[src/rtl/kwdt_pkg.sv]
package kwdt_pkg;
  localparam logic [7:0] KW_ADDR_STAT = 8'hB6;
  localparam logic [7:0] KW_ADDR_KEY  = 8'hB7;
  localparam logic [7:0] KW_KEY_VAL   = 8'h55;
  localparam int         KW_FLAG_BIT  = 7;

  typedef struct packed {
    logic       we;
    logic [7:0] addr;
    logic [7:0] data;
  } kw_wr_t;
endpackage

[src/rtl/kwdt_prescale.sv]
module kwdt_prescale #(
  parameter int PRE_DIV = 12,
  parameter int MODE_W  = 4
) (
  input  logic              clk,
  input  logic              rst_n,
  input  logic              run,
  input  logic              clr,
  input  logic [MODE_W-1:0] mode,
  output logic              tick
);
  localparam int DIV_W   = $clog2(PRE_DIV);
  localparam int SCALE_W = (1 << MODE_W) - 1;

  logic [DIV_W-1:0]   div_q;
  logic [SCALE_W-1:0] scale_q;
  logic [SCALE_W:0]   span;
  logic [SCALE_W-1:0] mask;
  logic               pre;

  always_comb begin
    span = '0;
    span[mode] = 1'b1;
    mask = SCALE_W'(span - 1'b1);
  end

  assign pre  = run && (div_q == DIV_W'(PRE_DIV - 1));
  assign tick = pre && (scale_q == mask);

  always_ff @(posedge clk or negedge rst_n) begin
    if (!rst_n) begin
      div_q   <= '0;
      scale_q <= '0;
    end else if (clr) begin
      div_q   <= '0;
      scale_q <= '0;
    end else if (run) begin
      div_q <= pre ? '0 : div_q + 1'b1;
      if (pre) scale_q <= (scale_q == mask) ? '0 : scale_q + 1'b1;
    end
  end

  // the power-of-two stage only moves on a predivider wrap
  p_scale_hold_r2: assert property (@(posedge clk) disable iff (!rst_n)
    (!clr && !pre) |=> $stable(scale_q));
endmodule

[src/rtl/kwdt_count.sv]
module kwdt_count #(
  parameter int CNT_W = 8
) (
  input  logic             clk,
  input  logic             rst_n,
  input  logic             tick,
  input  logic             clr,
  output logic [CNT_W-1:0] cnt,
  output logic             ovf
);
  localparam logic [CNT_W-1:0] TOP = '1;

  assign ovf = tick && !clr && (cnt == TOP);

  always_ff @(posedge clk or negedge rst_n) begin
    if (!rst_n)      cnt <= '0;
    else if (clr)    cnt <= '0;
    else if (tick)   cnt <= cnt + 1'b1;
  end

  p_wrap_r3: assert property (@(posedge clk) disable iff (!rst_n)
    ovf |=> (cnt == '0));
  p_clear_r4: assert property (@(posedge clk) disable iff (!rst_n)
    clr |=> (cnt == '0));
endmodule

[src/rtl/kwdt_ctrl.sv]
module kwdt_ctrl
  import kwdt_pkg::*;
#(
  parameter int PULSE_LEN = 4
) (
  input  logic       clk,
  input  logic       rst_n,
  input  kw_wr_t     wr,
  input  logic [7:0] rd_addr,
  input  logic       ovf,
  output logic       kick,
  output logic       hold,
  output logic       flag,
  output logic       wd_rst,
  output logic [7:0] rdata
);
  localparam int PW = $clog2(PULSE_LEN + 1);

  logic [PW-1:0] pulse_q;

  assign kick   = wr.we && (wr.addr == KW_ADDR_KEY) && (wr.data == KW_KEY_VAL);
  assign wd_rst = (pulse_q != '0);
  assign hold   = wd_rst;

  always_ff @(posedge clk or negedge rst_n) begin
    if (!rst_n)       pulse_q <= '0;
    else if (ovf)     pulse_q <= PW'(PULSE_LEN);
    else if (wd_rst)  pulse_q <= pulse_q - 1'b1;
  end

  always_ff @(posedge clk or negedge rst_n) begin
    if (!rst_n)       flag <= 1'b0;
    else if (ovf)     flag <= 1'b1;
    else if (kick)    flag <= 1'b0;
  end

  always_comb begin
    rdata = '0;
    if (rd_addr == KW_ADDR_STAT) rdata[KW_FLAG_BIT] = flag;
  end

  p_flag_set_r5: assert property (@(posedge clk) disable iff (!rst_n)
    ovf |=> flag);
  p_pulse_load_r6: assert property (@(posedge clk) disable iff (!rst_n)
    ovf |=> (wd_rst && pulse_q == PW'(PULSE_LEN)));
  p_flag_keep_r6: assert property (@(posedge clk) disable iff (!rst_n)
    (wd_rst && flag) |=> flag);
  p_flag_clear_r7: assert property (@(posedge clk) disable iff (!rst_n)
    (kick && !ovf) |=> !flag);
  p_low_bits_r9: assert property (@(posedge clk) disable iff (!rst_n)
    rdata[6:0] == 7'd0);
  p_key_reads_zero_r9: assert property (@(posedge clk) disable iff (!rst_n)
    (rd_addr == KW_ADDR_KEY) |-> (rdata == 8'h00));
endmodule

[src/rtl/kwdt_top.sv]
module kwdt_top
  import kwdt_pkg::*;
#(
  parameter int PRE_DIV   = 12,
  parameter int MODE_W    = 4,
  parameter int CNT_W     = 8,
  parameter int PULSE_LEN = 4
) (
  input  logic              clk,
  input  logic              rst_n,
  input  logic              cfg_en,
  input  logic [MODE_W-1:0] cfg_mode,
  input  logic [7:0]        sfr_addr,
  input  logic [7:0]        sfr_wdata,
  input  logic              sfr_we,
  output logic [7:0]        sfr_rdata,
  output logic              wd_rst_o
);
  kw_wr_t           wr;
  logic             kick, hold, flag, tick, ovf, clr;
  logic [CNT_W-1:0] cnt;

  assign wr.we   = sfr_we;
  assign wr.addr = sfr_addr;
  assign wr.data = sfr_wdata;
  assign clr     = kick || hold;

  kwdt_prescale #(.PRE_DIV(PRE_DIV), .MODE_W(MODE_W)) u_pre (
    .clk(clk), .rst_n(rst_n), .run(cfg_en), .clr(clr),
    .mode(cfg_mode), .tick(tick)
  );

  kwdt_count #(.CNT_W(CNT_W)) u_cnt (
    .clk(clk), .rst_n(rst_n), .tick(tick), .clr(clr),
    .cnt(cnt), .ovf(ovf)
  );

  kwdt_ctrl #(.PULSE_LEN(PULSE_LEN)) u_ctl (
    .clk(clk), .rst_n(rst_n), .wr(wr), .rd_addr(sfr_addr), .ovf(ovf),
    .kick(kick), .hold(hold), .flag(flag), .wd_rst(wd_rst_o),
    .rdata(sfr_rdata)
  );

  p_frozen_r1: assert property (@(posedge clk) disable iff (!rst_n)
    (!cfg_en && !clr) |=> $stable(cnt));
  p_no_fire_r1: assert property (@(posedge clk) disable iff (!rst_n)
    !cfg_en |-> !ovf);
  p_quiet_in_pulse_r6: assert property (@(posedge clk) disable iff (!rst_n)
    wd_rst_o |-> !ovf);
endmodule

[config.mk]
export PLATFORM = sky130hd
export DESIGN_NAME = kwdt_top
export DESIGN_NICKNAME = d
export VERILOG_FILES = /design/src/rtl/kwdt_pkg.sv /design/src/rtl/kwdt_prescale.sv /design/src/rtl/kwdt_count.sv /design/src/rtl/kwdt_ctrl.sv /design/src/rtl/kwdt_top.sv
export SDC_FILE = /design/constraint.sdc
export NUM_CORES = 1
export LEC_CHECK = 0
export ABC_AREA = 1
export BUFFER_PORTS_ARGS = -buffer_cell sky130_fd_sc_hd__buf_2
export CORE_AREA = 2 2 75 63
export DETAILED_ROUTE_END_ITERATION = 8
export DIE_AREA = 0 0 77 65
export PLACE_DENSITY = 0.83
export SKIP_LAST_GASP = 1
export SYNTH_ARGS = -nofsm -noshare
export SYNTH_HDL_FRONTEND = slang
export SYNTH_SLANG_ARGS = --single-unit
export TNS_END_PERCENT = 30
[constraint.sdc]
create_clock -name clk -period 5.4 [get_ports clk]
set_input_delay 0.27 -clock clk [delete_from_list [all_inputs] [get_ports clk]]
set_output_delay 0.27 -clock clk [all_outputs]
set_load 0.01 [all_outputs]
==> run summary <==
The endpoint type of the worst setup path is a flop. The number of hold-slack violations in the final timing report is 0. The cell taking the most area after synthesis is dfrtp_1. The internal power summed over all cells is around 0.40 mW.

The number of global-route vias before repair is between 2000 and 2500. The post-synthesis instance total came out at between 300 and 400. For this run the aggregate overflow at the end of global routing stands at 0. Entering global routing, the biggest net connects 32 pins. The final wirelength came out at 5800 microns.

Once detailed placement completed, the half-perimeter wirelength came to 4552 microns. The analysis attributes to cell leakage a power of around 1.5 nW. Of the total power, combinational logic draws 0.222. In the final routed layout, each cell accounts on average for roughly 12 microns. The number of levels the H-tree was split into is 2. The arrival time of data at the critical path endpoint is ~2.7 ns. The layout cell share with drive strength beyond 1 came out at 0.1262. The largest fanout on the critical path came out at 11. The worst register-to-register path ends at u_pre.scale_q[5]. For this run, design rule violations remaining after detail routing come to 0.

The number of antenna violations at the first check in global routing was 0. The total count of max-transition violations in the final report was 0. The post-route cell area is 0.002769 sq mm. The least setup slack across all paths after layout came out at between 2 and 3 ns.

0 antenna diodes ended up in the layout. The count of endpoints failing setup in the final report is 0. The sum of negative setup slack is 0 ns.

The tool flagged a number of max-cap violations equal to 0. Setup repair after global routing left no endpoint under its margin. The die is around 77 microns wide. In this run the tightest slew margin relative to its limit is 0.4382. After clock tree synthesis, the flow added hold-fix buffers numbering 0. Following the worst setup path forward leads to its endpoint at u_pre.scale_q[5]. The clock share of power came out at 0.317. The detail route stage leaves a number of antenna-violating nets equal to 0.

The placed cell area came out at 0.002681 sq mm. The worst-case setup slack after placement came out at between 2 and 3 ns. The mean cell area of the mapped netlist came out at about 6.6 sq um. The number of iterations in the first detailed-routing pass came out at 4. The number of primary I/O pins came out at 33. The worst voltage drop across the vdd grid is 123.0 uV. The placeable core area came out at between 0.004 and 0.005 sq mm. The worst slack on hold paths came out at 0.02071 ns.

The number of clock buffers added by TritonCTS is 5. Dividing total power by cell area gives a power density of around 210 mW/mm^2. Sorting the synthesized cells by how often they occur yields nand2_1 (121), inv_1 (46), nand3_1 (39). The number of vias in the routed layout is ~2500. The run finished with clean final reports. The total of flip-flops plus latches after synthesis came out at 31. The transition at the pin with the smallest max-transition slack is roughly 0.84 ns. After the first detailed-routing iteration, the DRC count stood at between 200 and 250. The cell sitting at the root of the clock tree is a clkbuf_8.

Yosys printed 0 warnings. The commonest register cell after synthesis is dfrtp_1. The count of different cell masters after synthesis came out at 34. The net count of the finished layout is ~440.

For this run, the top clock speed supported by timing is around 390 MHz. The die area came out at 0.005005 sq mm. The required arrival time at the worst endpoint came out at ~5.6 ns.

In the synthesized netlist the async set-or-reset flop fraction comes to 1.000. The average vias per placed instance came out at around 5.4. For this run, the share of the core covered by cells in the final layout is 0.6367.

The count of buffers added by post-CTS timing repair for setup came out at 0. Of the available clock period, the critical path in the final layout requires 0.4777. Relative to the synthesized area, the layout overhead comes to 8.004%.

The cell area that synthesis handed to floorplanning was approximately 0.0026 sq mm. In the post-synthesis netlist, the cell with the most instances is nand2_1. The maximum clock insertion buffer count is 2.

The worst hold path class is in2async. The floorplan has 22 rows. The worst register-to-register path begins at u_pre.scale_q[7].

The worst reg2reg path depth is 11. The share of the Yosys chip area taken by registers is 0.3026. TritonCTS built the clock tree.

For the worst-skew pair, the clock arrives at the later sink with an insertion delay of ~0.28 ns. The initial core utilization is 0.5895. Ranked by total cell area, the synthesized netlist is headed by dfrtp_1 (30%), nand2_1 (18%), nand3_1 (7.6%), inv_1 (6.7%), nor2_1 (5.3%). The worst-case clock skew is 0.006035 ns. In this run the vertical extent of the chip is between 60 and 70 microns. The timing startpoint of the critical path is cfg_mode[1].

The shortest clock period the worst path allows after layout came out at approximately 2.6 ns. The first global-routing pass estimated around 10000 microns of wire. Of the total power, registers draw 0.461.

The area fraction of the dominant cell type after synthesis is 0.3026. For this design, the sink count on the clock tree is 31. The total of cells resized after clock tree synthesis is 0. STA classifies the critical path startpoint as an input port.

The clock transition at the registers of the reported paths came out at about 0.060 ns. The slack of the worst reg-to-reg path is 3.05 ns. The global placement routability congestion came out at 1.001.

The critical path is of the in2reg type. The number of enable-type register cells in the synthesized netlist came out at 0. The total routing resource utilization after global routing is 0.2483. The switching power as a share of total power is 0.3231.

The power dissipated by switching net loads came out at ~0.19 mW. The count of port buffers added during placement came out at 25.
[worst min path at each step]
stage,endpoint,slack [ns]
4_1_cts,u_pre.div_q[0],0.05
3_3_place_gp,u_ctl.pulse_q[0],0.35
3_5_place_dp,u_ctl.flag,0.35
6_report,u_ctl.flag,0.02
5_1_grt,u_pre.div_q[1],0.09
2_1_floorplan,u_cnt.cnt[0],-0.03
[flip-flops by register name (all words and copies together) (netlist names)]
signal and cells:
u_ctl.flag 1, u_pre.scale_q 15, u_cnt.cnt 8, u_pre.div_q 4, u_ctl.pulse_q 3
[area by class of cell]
cell class	count	area, sq um
Fill cell	407	1580
Multi-Input combinational cell	299	1518
Sequential cell	31	775.7
Inverter	50	187.7
Timing Repair Buffer	25	125.1
Clock buffer	6	82.58
Tap cell	60	75.07
Clock inverter	1	5.005
[logic make-up after synthesis]
| logic type | share of synthesized area |
|---|---|
| XOR/XNOR | 0.05466 |
| AND/OR/NAND/NOR | 0.4305 |
| flip-flops | 0.3026 |
| adder cells (fa/ha/maj) | 0.02928 |
| AO/OA/AOI/OAI | 0.06735 |
| buffers and inverters | 0.1142 |
| other | 0.001463 |
[worst max-delay path, cell delays in order]
cell	delay [ns]
buf_2	0.17
nor2_2	0.19
nand2_1	0.10
ha_1	0.30
inv_2	0.14
nor2_1	0.06
o21ai_0	0.16
nand2_1	0.07
nor3_1	0.19
nand3_1	0.11
nor2_2	0.48
inv_1	0.18
nand2_2	0.20
o21ai_0	0.11
[per-layer routing]
metal / wire length (microns) / GRT usage / vias to the layer above
li1: - / - / 1274
met1: 2758 / 0.3576 / 1144
met2: 2496 / 0.3893 / 101
met3: 480 / 0.03203 / 7
met4: 63 / 0.08036 / 0
met5: 0 / 0 / -
[power by group through the flow]
stage	sequential (mW)	combinational (mW)	clock, mW
after global placement	0.274	0.126	0
after detailed placement	0.275	0.130	0
after floorplan	0.270	0.101	0
final	0.270	0.130	0.186
after global routing	0.273	0.149	0.193
after CTS	0.270	0.130	0.187
[metrics by stage]
stage / instances / total power [mW]
floorplan: 395 / 0.3712
global placement: 465 / 0.4001
detailed placement: 465 / 0.4044
CTS: 472 / 0.5879
global route: 472 / 0.6151
finish: 472 / 0.5861
[layout by cell type (no fill, tap or decap), drive strengths merged]
cell type	count
nand2	128
inv	49
nor2	41
nand3	40
dfrtp	31
buf	25
o21ai	20
nand4	17
xor2	13
a21oi	8
conb	7
nor3	6
ha	6
clkbuf	6
xnor2	3
nor4	3
nor3b	2
nand3b	2
clkinv	2
o21a	1
o31ai	1
o211a	1
Note: power is estimated with default switching activity, not from simulation.
